<file path="src/rtl/dte_pkg.sv">
package dte_pkg;

    localparam int unsigned WORD_W      = 32;
    localparam int unsigned CNT_W       = 10;
    localparam int unsigned ENTRY_SHIFT = 4;
    localparam logic [31:0] HALF_OFFSET = 32'h0000_0200;
    localparam logic [31:0] BASE_MASK   = 32'hFFFF_FC00;
    localparam logic [1:0]  MODE_STOP   = 2'b00;

    // slot word offsets
    localparam logic [31:0] OFS_SRC = 32'h0;
    localparam logic [31:0] OFS_DST = 32'h4;
    localparam logic [31:0] OFS_CTL = 32'h8;

    typedef enum logic [2:0] {
        PH_IDLE,
        PH_RSRC,
        PH_RDST,
        PH_RCTL,
        PH_CALC,
        PH_RDAT,
        PH_WDAT,
        PH_WCTL
    } phase_e;

    typedef enum logic [1:0] {
        RS_BASE  = 2'd0,
        RS_ENSET = 2'd1,
        RS_ENCLR = 2'd2,
        RS_HALF  = 2'd3
    } regsel_e;

endpackage

</file>
<file path="src/rtl/dte_chan_regs.sv">
module dte_chan_regs
    import dte_pkg::*;
#(
    parameter int unsigned NCH = 8
) (
    input  logic            clk,
    input  logic            rst_n,
    input  logic            reg_wr,
    input  logic [1:0]      reg_addr,
    input  logic [31:0]     reg_wdata,
    input  logic [NCH-1:0]  auto_clr,
    output logic [NCH-1:0]  en,
    output logic [NCH-1:0]  half_sel,
    output logic [31:0]     base,
    output logic [31:0]     rdata
);

    typedef struct packed {
        logic [31:0]    base;
        logic [NCH-1:0] en;
        logic [NCH-1:0] half;
    } regs_t;

    regs_t r_d, r_q;
    logic [NCH-1:0] set_bits, clr_bits;

    always_comb begin
        r_d      = r_q;
        set_bits = '0;
        clr_bits = '0;
        if (reg_wr) begin
            case (reg_addr)
                RS_BASE:  r_d.base = reg_wdata & BASE_MASK;
                RS_ENSET: set_bits = reg_wdata[NCH-1:0];
                RS_ENCLR: clr_bits = reg_wdata[NCH-1:0];
                default:  r_d.half = reg_wdata[NCH-1:0];
            endcase
        end
        // software set wins over a same-cycle clear
        r_d.en = (r_q.en & ~clr_bits & ~auto_clr) | set_bits;
    end

    always_ff @(posedge clk) begin
        if (!rst_n) r_q <= '0;
        else        r_q <= r_d;
    end

    always_comb begin
        case (reg_addr)
            RS_BASE:  rdata = r_q.base;
            RS_ENSET: rdata = 32'(r_q.en);
            RS_ENCLR: rdata = 32'(r_q.en);
            default:  rdata = 32'(r_q.half);
        endcase
    end

    assign en       = r_q.en;
    assign half_sel = r_q.half;
    assign base     = r_q.base;


    en_set_chk: assert property (@(posedge clk) disable iff (!rst_n)
        (reg_wr && reg_addr == RS_ENSET) |=>
        ((r_q.en & $past(reg_wdata[NCH-1:0])) == $past(reg_wdata[NCH-1:0])));

endmodule

</file>
<file path="src/rtl/dte_prio_arb.sv">
module dte_prio_arb #(
    parameter  int unsigned NCH = 8,
    localparam int unsigned CW  = $clog2(NCH)
) (
    input  logic [NCH-1:0] req,
    output logic           any,
    output logic [CW-1:0]  idx
);

    logic [NCH-1:0] masked;
    logic [NCH-1:0] gnt;

    genvar i;
    generate
        for (i = 0; i < NCH; i++) begin : g_lane
            if (i == 0) begin : g_head
                assign masked[i] = 1'b0;
            end else begin : g_tail
                assign masked[i] = masked[i-1] | req[i-1];
            end
            assign gnt[i] = req[i] & ~masked[i];
        end
    endgenerate

    always_comb begin
        idx = '0;
        for (int k = 0; k < NCH; k++) begin
            if (gnt[k]) idx = CW'(k);
        end
    end

    assign any = |req;

endmodule

</file>
<file path="src/rtl/dte_addr_calc.sv">
module dte_addr_calc
    import dte_pkg::*;
(
    input  logic [31:0]      last_ptr,
    input  logic [CNT_W-1:0] left,
    input  logic [1:0]       step_code,
    output logic [31:0]      addr
);

    logic [31:0] span;

    always_comb begin
        case (step_code)
            2'd0:    span = 32'(left);
            2'd1:    span = 32'(left) << 1;
            2'd2:    span = 32'(left) << 2;
            default: span = '0;
        endcase
        addr = last_ptr - span;
    end

endmodule

</file>
<file path="src/rtl/dte_engine.sv">
module dte_engine
    import dte_pkg::*;
#(
    parameter  int unsigned NCH = 8,
    localparam int unsigned CW  = $clog2(NCH)
) (
    input  logic            clk,
    input  logic            rst_n,
    input  logic            reg_wr,
    input  logic [1:0]      reg_addr,
    input  logic [31:0]     reg_wdata,
    output logic [31:0]     reg_rdata,
    input  logic [NCH-1:0]  dreq,
    output logic [NCH-1:0]  done,
    output logic            mem_req,
    output logic            mem_we,
    output logic [31:0]     mem_addr,
    output logic [31:0]     mem_wdata,
    input  logic [31:0]     mem_rdata
);

    typedef struct packed {
        phase_e        ph;
        logic [CW-1:0] ch;
        logic [31:0]   src_last;
        logic [31:0]   dst_last;
        logic [31:0]   ctl;
        logic [31:0]   src_addr;
        logic [31:0]   dst_addr;
    } seq_t;

    seq_t st_d, st_q;

    logic [NCH-1:0] en, half_sel, auto_clr, live_req, ch_bit;
    logic [31:0]    base, slot, ctl_next, src_item, dst_item;
    logic           arb_any, last_item;
    logic [CW-1:0]  arb_idx;

    dte_chan_regs #(.NCH(NCH)) u_regs (
        .clk      (clk),
        .rst_n    (rst_n),
        .reg_wr   (reg_wr),
        .reg_addr (reg_addr),
        .reg_wdata(reg_wdata),
        .auto_clr (auto_clr),
        .en       (en),
        .half_sel (half_sel),
        .base     (base),
        .rdata    (reg_rdata)
    );

    assign live_req = dreq & en;

    dte_prio_arb #(.NCH(NCH)) u_arb (
        .req(live_req),
        .any(arb_any),
        .idx(arb_idx)
    );

    dte_addr_calc u_src_calc (
        .last_ptr (st_q.src_last),
        .left     (mem_rdata[13:4]),
        .step_code(mem_rdata[25:24]),
        .addr     (src_item)
    );

    dte_addr_calc u_dst_calc (
        .last_ptr (st_q.dst_last),
        .left     (mem_rdata[13:4]),
        .step_code(mem_rdata[31:30]),
        .addr     (dst_item)
    );

    assign slot = base + (half_sel[st_q.ch] ? HALF_OFFSET : 32'h0)
                + (32'(st_q.ch) << ENTRY_SHIFT);
    assign ch_bit    = NCH'(1) << st_q.ch;
    assign last_item = (st_q.ctl[13:4] == '0);
    assign ctl_next  = last_item
        ? {st_q.ctl[31:14], {CNT_W{1'b0}}, st_q.ctl[3:2], MODE_STOP}
        : {st_q.ctl[31:14], st_q.ctl[13:4] - 10'd1, st_q.ctl[3:0]};

    always_comb begin
        st_d      = st_q;
        auto_clr  = '0;
        done      = '0;
        mem_req   = 1'b0;
        mem_we    = 1'b0;
        mem_addr  = '0;
        mem_wdata = '0;
        case (st_q.ph)
            PH_IDLE: begin
                if (arb_any) begin
                    st_d.ch = arb_idx;
                    st_d.ph = PH_RSRC;
                end
            end
            PH_RSRC: begin
                mem_req  = 1'b1;
                mem_addr = slot + OFS_SRC;
                st_d.ph  = PH_RDST;
            end
            PH_RDST: begin
                mem_req       = 1'b1;
                mem_addr      = slot + OFS_DST;
                st_d.src_last = mem_rdata;
                st_d.ph       = PH_RCTL;
            end
            PH_RCTL: begin
                mem_req       = 1'b1;
                mem_addr      = slot + OFS_CTL;
                st_d.dst_last = mem_rdata;
                st_d.ph       = PH_CALC;
            end
            PH_CALC: begin
                st_d.ctl      = mem_rdata;
                st_d.src_addr = src_item;
                st_d.dst_addr = dst_item;
                if (mem_rdata[1:0] == MODE_STOP) begin
                    auto_clr = ch_bit;
                    st_d.ph  = PH_IDLE;
                end else begin
                    st_d.ph  = PH_RDAT;
                end
            end
            PH_RDAT: begin
                mem_req  = 1'b1;
                mem_addr = st_q.src_addr;
                st_d.ph  = PH_WDAT;
            end
            PH_WDAT: begin
                mem_req   = 1'b1;
                mem_we    = 1'b1;
                mem_addr  = st_q.dst_addr;
                mem_wdata = mem_rdata;
                st_d.ph   = PH_WCTL;
            end
            PH_WCTL: begin
                mem_req   = 1'b1;
                mem_we    = 1'b1;
                mem_addr  = slot + OFS_CTL;
                mem_wdata = ctl_next;
                if (last_item) begin
                    auto_clr = ch_bit;
                    done     = ch_bit;
                end
                st_d.ph   = PH_IDLE;
            end
            default: st_d.ph = PH_IDLE;
        endcase
    end

    always_ff @(posedge clk) begin
        if (!rst_n) st_q <= '0;
        else        st_q <= st_d;
    end


    idle_hold_chk: assert property (@(posedge clk) disable iff (!rst_n)
        (st_q.ph == PH_IDLE && (dreq & en) == '0) |=> st_q.ph == PH_IDLE);


    prio_chk: assert property (@(posedge clk) disable iff (!rst_n)
        (st_q.ph == PH_IDLE && arb_any) |=>
        (($past(dreq & en) & ((NCH'(1) << st_q.ch) - NCH'(1))) == '0));


    ctl_wb_chk: assert property (@(posedge clk) disable iff (!rst_n)
        (mem_we && st_q.ph == PH_WCTL) |->
        (mem_addr[3:0] == 4'h8 && mem_wdata[31:14] == st_q.ctl[31:14]));


    done_one_chk: assert property (@(posedge clk) disable iff (!rst_n)
        (|done) |-> ($onehot(done) && mem_we && mem_addr[3:0] == 4'h8));


    auto_off_chk: assert property (@(posedge clk) disable iff (!rst_n)
        ((|done) && !(reg_wr && reg_addr == RS_ENSET)) |=>
        ((en & $past(done)) == '0));

endmodule

</file>
<file path="config.mk">
export PLATFORM = sky130hd
export DESIGN_NAME = dte_engine
export DESIGN_NICKNAME = d
export VERILOG_FILES = /design/src/rtl/dte_pkg.sv /design/src/rtl/dte_chan_regs.sv /design/src/rtl/dte_prio_arb.sv /design/src/rtl/dte_addr_calc.sv /design/src/rtl/dte_engine.sv
export SDC_FILE = /design/constraint.sdc
export NUM_CORES = 1
export LEC_CHECK = 0
export CAP_MARGIN = 20
export CORE_UTILIZATION = 45
export DETAILED_ROUTE_END_ITERATION = 10
export PLACE_DENSITY = 0.72
export SLEW_MARGIN = 20
export SYNTH_ARGS = -nofsm -noshare
export SYNTH_HDL_FRONTEND = slang
export SYNTH_HIERARCHICAL = 1
export SYNTH_SLANG_ARGS = --single-unit
</file>
<file path="constraint.sdc">
create_clock -name clk -period 4.94 [get_ports clk]
set_input_delay 0.988 -clock clk [delete_from_list [all_inputs] [get_ports clk]]
set_output_delay 0.988 -clock clk [all_outputs]
set_load 0.005 [all_outputs]
</file>
=== After elaboration in Yosys (flattened, before gate mapping) ===
Cells that the tools add are included.

* Multipliers: 0
* Shift operators: 1
* Magnitude comparators: 1
* Bitwise logic cells: 27
* Equal/unequal tests: 14
* Reductions and logical operators: 15
* Add/subtract/negate cells: 7
* Muxes and demuxes: 29
* Div/mod/pow operators: 0

{| class="wikitable"
|+ Operator list
! kind !! number
|-
| $pmux W32 S5 || 1
|-
| $pmux W32 S2 || 2
|-
| $pmux W12 S3 || 2
|-
| $sub A32 B12 Y32 || 2
|-
| $mux W8 || 7
|-
| $add A32 B10 Y32 || 1
|-
| $add A32 B3 Y32 const B || 1
|-
| $add A32 B4 Y32 const B || 1
|-
| $add A32 B7 Y32 || 1
|-
| $and A8 B8 Y8 || 3
|-
| $pmux W3 S8 || 1
|-
| $mux W3 || 7
|-
| $not A8 Y8 || 2
|-
| $pmux W8 S2 || 1
|-
| $mux W14 || 1
|-
| $eq A3 B3 Y1 const B || 4
|-
| $logic_not A10 Y1 || 1
|-
| $mux W10 || 1
|-
| $sub A10 B1 Y10 const B || 1
|-
| $logic_not A2 Y1 || 4
|-
| $not A1 Y1 || 8
|-
| $or A8 B8 Y8 || 1
|-
| $reduce_or A8 Y1 || 1
|-
| $shl A1 B3 Y8 const A || 1
|-
| other kinds (16) || 39
|}

* Word-level logic and storage cells: 104
* Bits of input ports: 77
* ROM bits: 0
* Bits in latches: 0
* Memories kept: 0
* RAM bits: 0
* Output and inout bits: 106
* Register bits: 204

=== Logic depth before layout (Yosys ltp) ===
* Depth after elaboration: 12
* Depth in mapped cells: 15
* Gate-level depth less buffers: 13

=== By module ===
The synthesis kept the hierarchy.

{| class="wikitable"
|+ Modules (own cells, without submodules)
! module !! seq. area each (µm²) !! area each (µm²) !! cells an instance !! times used
|-
| dte_engine || 3,323.2 || 9,186.3 || 1,263 || 1
|-
| dte_chan_regs || 760.7 || 2,073.2 || 227 || 1
|-
| dte_addr_calc (u_src_calc) || 0.0 || 1,296.2 || 177 || 1
|-
| dte_addr_calc (u_dst_calc) || 0.0 || 1,232.4 || 181 || 1
|-
| dte_prio_arb || 0.0 || 82.6 || 14 || 1
|}

=== Least setup slack after synthesis ===
OpenSTA, ideal clock, no wires.

* Kind: input to register
* From: input mem_rdata[30]
* To: register st_q[24] in the netlist's numbering
* Arrival time: 3.760 ns
* Path slack: 1.110 ns
* Setup time: 0.070 ns
* Required time: 4.870 ns
* Cell stages on the path: 14
* Path buffers: 2
* Cells stage by stage: clkbuf_1 > clkbuf_1 > nor3b_1 > ha_1 > inv_1 > fa_1 > a21o_1 > a311o_1 > a41oi_1 > nand3_1 > nor4_1 > xor2_1 > nand2_1 > a21oi_1

* Word-level cells in the longest chain between the ends: 3
* Elaborated cells between the ends (all ways): 5
* Those cells by class: add/sub (1); eq/ne (2); mux (1); reduce/logical (1)

{| class="wikitable"
|+ RTL lines
! what !! line !! RTL
|-
| start, declared || dte_engine.sv:19 || <nowiki>input logic [31:0] mem_rdata</nowiki>
|-
| $eq A2 B2 Y1, or another cell as far along || dte_addr_calc.sv:13 || <nowiki>case (step_code)</nowiki>
|-
| $pmux W12 S3 (*) || dte_addr_calc.sv:13 ||
|-
| $sub A32 B12 Y32 (*) || dte_addr_calc.sv:19 || <nowiki>addr = last_ptr - span;</nowiki>
|-
| named net dst_item[24] || dte_engine.sv:35 || <nowiki>logic [31:0] base, slot, ctl_next, src_item, dst_item;</nowiki>
|-
| end signal, assigned || dte_engine.sv:154 || <nowiki>else st_q <= st_d;</nowiki>
|-
| end, declared || dte_engine.sv:32 || <nowiki>seq_t st_d, st_q;</nowiki>
|}

Mark *: on every way through the listed nets, which the timed path passes. The rest lies on a longest branch.
A chain may end at the register's enable or synchronous reset.

=== Worst setup path in the final report ===
* From: register st_q[160] in the netlist's numbering
* To: output mem_addr[9]

* Word-level cells in the longest chain between the ends: 7
* Elaborated cells between the ends (all ways): 8
* Those cells by class: add/sub (4); mux (4)

{| class="wikitable"
|+ RTL lines
! what !! line !! RTL
|-
| $bmux W1 S3 || dte_engine.sv:74 || <nowiki>assign slot = base + (half_sel[st_q.ch] ? HALF_OFFSET : 32'h0)</nowiki>
|-
| $mux W1 (implied by the code) || dte_engine.sv:74 ||
|-
| $mux W10 || dte_engine.sv:74 ||
|-
| $add A32 B10 Y32 || dte_engine.sv:74 ||
|-
| $add A32 B7 Y32 (*) || dte_engine.sv:75 || <nowiki>+ (32'(st_q.ch) << ENTRY_SHIFT);</nowiki>
|-
| $add A32 B4 Y32 / $add A32 B3 Y32 (equally long branches) || dte_engine.sv:110, dte_engine.sv:140, dte_engine.sv:104 ||
|-
| $pmux W32 S5 (*) || dte_engine.sv:90 || <nowiki>case (st_q.ph)</nowiki>
|-
| end, declared || dte_engine.sv:17 || <nowiki>output logic [31:0] mem_addr,</nowiki>
|}

Every way passes the cells marked *; elsewhere a longest branch is shown, timed or not. The select of a mux whose other input is x is not followed.

==> flow_metrics.py <==
metrics = {
    "setup_path": {
        "critical-path-top-delay-family": "multiplexers",
        "r2r_start": "st_q[96]$_SDFFE_PN0P_",
        "criticalPathCategory": "reg -> out",
        "cp.arrival_ns": 3.68,
        "path_max_fanout": 11,
        "slowest_stage": "dfxtp_1",
        "critPathLaunch": "st_q[160]$_SDFFE_PN0P_",
        "worst-r2r-setup-slack_ns": 1.85,
        "crit_buf_inv": 1,
        "r2r_cells": 12,
        "startpoint_type": "flop",
        "required_ns": 3.95,
        "slowest_delay_ns": 0.59,
        "path_cells": "mux4_2 > mux2_2 > ha_1 > xor2_1 > o21ai_0 > a21oi_1 > a221o_1 > clkdlybuf4s50_1",
        "endpoint_kind": "output pin",
        "r2r-end": "st_q[24]$_SDFFE_PN0P_",
    },
    "job": {
        "maxCapViolCount": 0,
    },
    "yosys": {
        "yosys_warnings": 6,
        "yosysMostFrequentCell": "nand2_1",
        "synthArstFlopShare_pct": 0,
        "ys_seq_elements": 204,
        "synth_commonest_cells": "nand2_1, a21oi_1, dfxtp_1, nor2_1, clkbuf_1",
        "synth.cell_area_um2": 13870,
        "synth_top_area_share_pct": 29.44,
        "ys_seq_area_share_pct": 29.44,
        "netlist_instances": 1862,
        "yosys.area.top_type": "dfxtp_1",
        "synth_flop_cell": "dfxtp_1",
        "synth.avg_cell_area_um2": 7.449,
        "synth-edff-count": 0,
        "synth_area_leaders": "dfxtp_1, nand2_1, a21oi_1, xnor2_1, ha_1",
        "synth.distinct_cells": 106,
    },
    "power": {
        "p_per_area_nw_per_um2": 282.8,
        "vdd_drop_max_uv": 255.4,
        "p_leak_uw": 0.006006,
    },
    "place": {
        "dp_hpwl_um": 31550,
        "place_congestion": 0.9505,
        "post_dp_cell_area_um2": 15920,
        "dp.cells": 2348,
        "preCtsSetupSlack_ns": 0.2464,
        "port_buffers": 178,
    },
    "route": {
        "antenna_left": 0,
        "drtIter0Drc": 1137,
        "remaining_drc_errors": 0,
        "via_per_inst": 5.883,
        "dr.pass1.iters": 6,
        "wl_um": 43110,
        "vias": 14070,
        "wl_per_cell_um": 18.02,
    },
    "worst_hold_path": {
        "hold_end": "st_q[51]$_SDFFE_PN0P_",
        "hold_path_class": "reg -> reg",
        "min_from": "st_q[51]$_SDFFE_PN0P_",
        "whs_path_depth": 2,
    },
    "die": {
        "top_level_ports": 183,
        "die_w_um": 177.6,
        "die_h_um": 177.6,
        "die-area_um2": 31530,
        "num_rows": 63,
        "coreArea_um2": 29950,
        "initial_utilization_pct": 46.31,
    },
    "timing": {
        "fmax_mhz": 214.1,
        "setup_viol": 0,
        "maxSlewViolCount": 0,
        "fin_worst_skew_ns": 0.02974,
        "hold_viol": 0,
        "tightest_slew_ns": 1.127,
        "worst_slack_ns": 0.2703,
        "tns_ns": 0,
        "rsz0062_at_grt": "false",
        "fin_crit_ns": 4.670,
        "timing.final.crit_share_pct": 94.53,
        "slew_headroom_pct": 24.30,
    },
    "global_route": {
        "grt.overflow.total": 0,
        "grt_use_total_pct": 27.08,
        "grt_pass1_vias": 13070,
        "grt_pass1_wl_um": 69080,
        "antenna_found_initial": 0,
        "grt_max_degree": 101,
    },
    "cts": {
        "clock-sinks": 204,
        "cts-resized-gates": 0,
        "cts_root_buf": "clkbuf_16",
        "postCtsSetupRepairBufs": 0,
        "cts_tree": "done",
        "cts.clk_slew.worst_paths_ns": 0.06,
        "hold_buffers": 0,
        "cts_buffer_depth": 3,
        "clock_latency_ns": 0.55,
        "cts_buffers": 26,
        "h-tree-depth": 1,
    },
    "cells_and_area": {
        "fin_cells": 2392,
        "diodes": 0,
        "drive_above_1_share_pct": 6.893,
        "layout.nets": 2101,
        "area_growth_pct": 20.77,
        "stdcell_area_um2": 16750,
    },
    "run_status": {
        "status": "finished clean",
    },
}
-- cell type report --
cell class	count	area, um2
sequential	204	4084
timing repair buffer	216	2092
clock buffer	36	728.2
inverter	34	130.1
tap	390	488.0
fill	2885	13200
multi-input combinational	1504	9126
clock inverter	8	103.9
-- routing by layer --
layer | wire length (um) | global-route usage (%)
met3 | 2825 | 3.106
met5 | 0 | 0
met2 | 19620 | 44.92
met1 | 19290 | 36.34
met4 | 1372 | 8.974
-- cells by family (layout without fill, tap and decap cells) --
kind of cell    Yosys count  count (layout)  synth area share (%)
other cells               1              12               0.02704
xor+xnor                105             105                 6.630
buf+inv                 165             294                 5.241
flops                   204             204                 29.44
compound gates          545             545                 26.10
fa+ha+maj                38              38                 3.590
mux                      12              12                 1.091
simple gates            792             792                 27.88
-- sequential cells by signal (all words and copies together) (netlist names) --
register and flops:
st_q 166, u_regs/base 22, u_regs/en 8, u_regs/half_sel 8
-- layout by cell type (no fill, tap or decap), types with 35 or more instances in the layout --
cell and instances:
o21ai_0 47, dfxtp_1 204, nand2_1 407, nor2_1 101, xnor2_1 60, clkdlybuf4s50_1 178, buf_4 36, ha_1 35
and2_1 36, o21a_1 37, and3_1 38, a21oi_1 238, xor2_1 45
-- worst max path at each step --
stage                                 end  depth (start not counted)  slack (ns)
global route                  mem_addr[9]                          8        0.14
CTS                           mem_addr[9]                          8        0.29
global placement    st_q[24]$_SDFFE_PN0P_                         13        0.33
detailed placement  st_q[24]$_SDFFE_PN0P_                         13        0.25
floorplan           st_q[24]$_SDFFE_PN0P_                         14        1.11
finish                        mem_addr[9]                          8        0.27
-- metrics by stage --
| stage | utilization, % | power, uW | hold slack, ns |
|---|---|---|---|
| floorplan | - | 2530 | 0.4338 |
| global route | 55.93 | 4940 | 0.4668 |
| global placement | 53.08 | 2875 | 0.4424 |
| finish | 55.93 | 4738 | 0.4542 |
| CTS | 55.93 | 4747 | 0.4551 |
| detailed placement | 53.15 | 2888 | 0.4476 |
-- power breakdown --
group | switching, uW | leakage [uW] | internal, uW
Clock | 732 | 0.000407 | 1120
Sequential | 51.4 | 0.00165 | 1690
Combinational | 664 | 0.00395 | 473
Total | 1450 | 0.00601 | 3290
-- worst min-delay path, cell delays in order (launching register included) --
cell and delay (ns):
dfxtp_1 0.31, nand2_1 0.05, a21oi_1 0.05
Note: power is estimated with default switching activity, not from simulation.
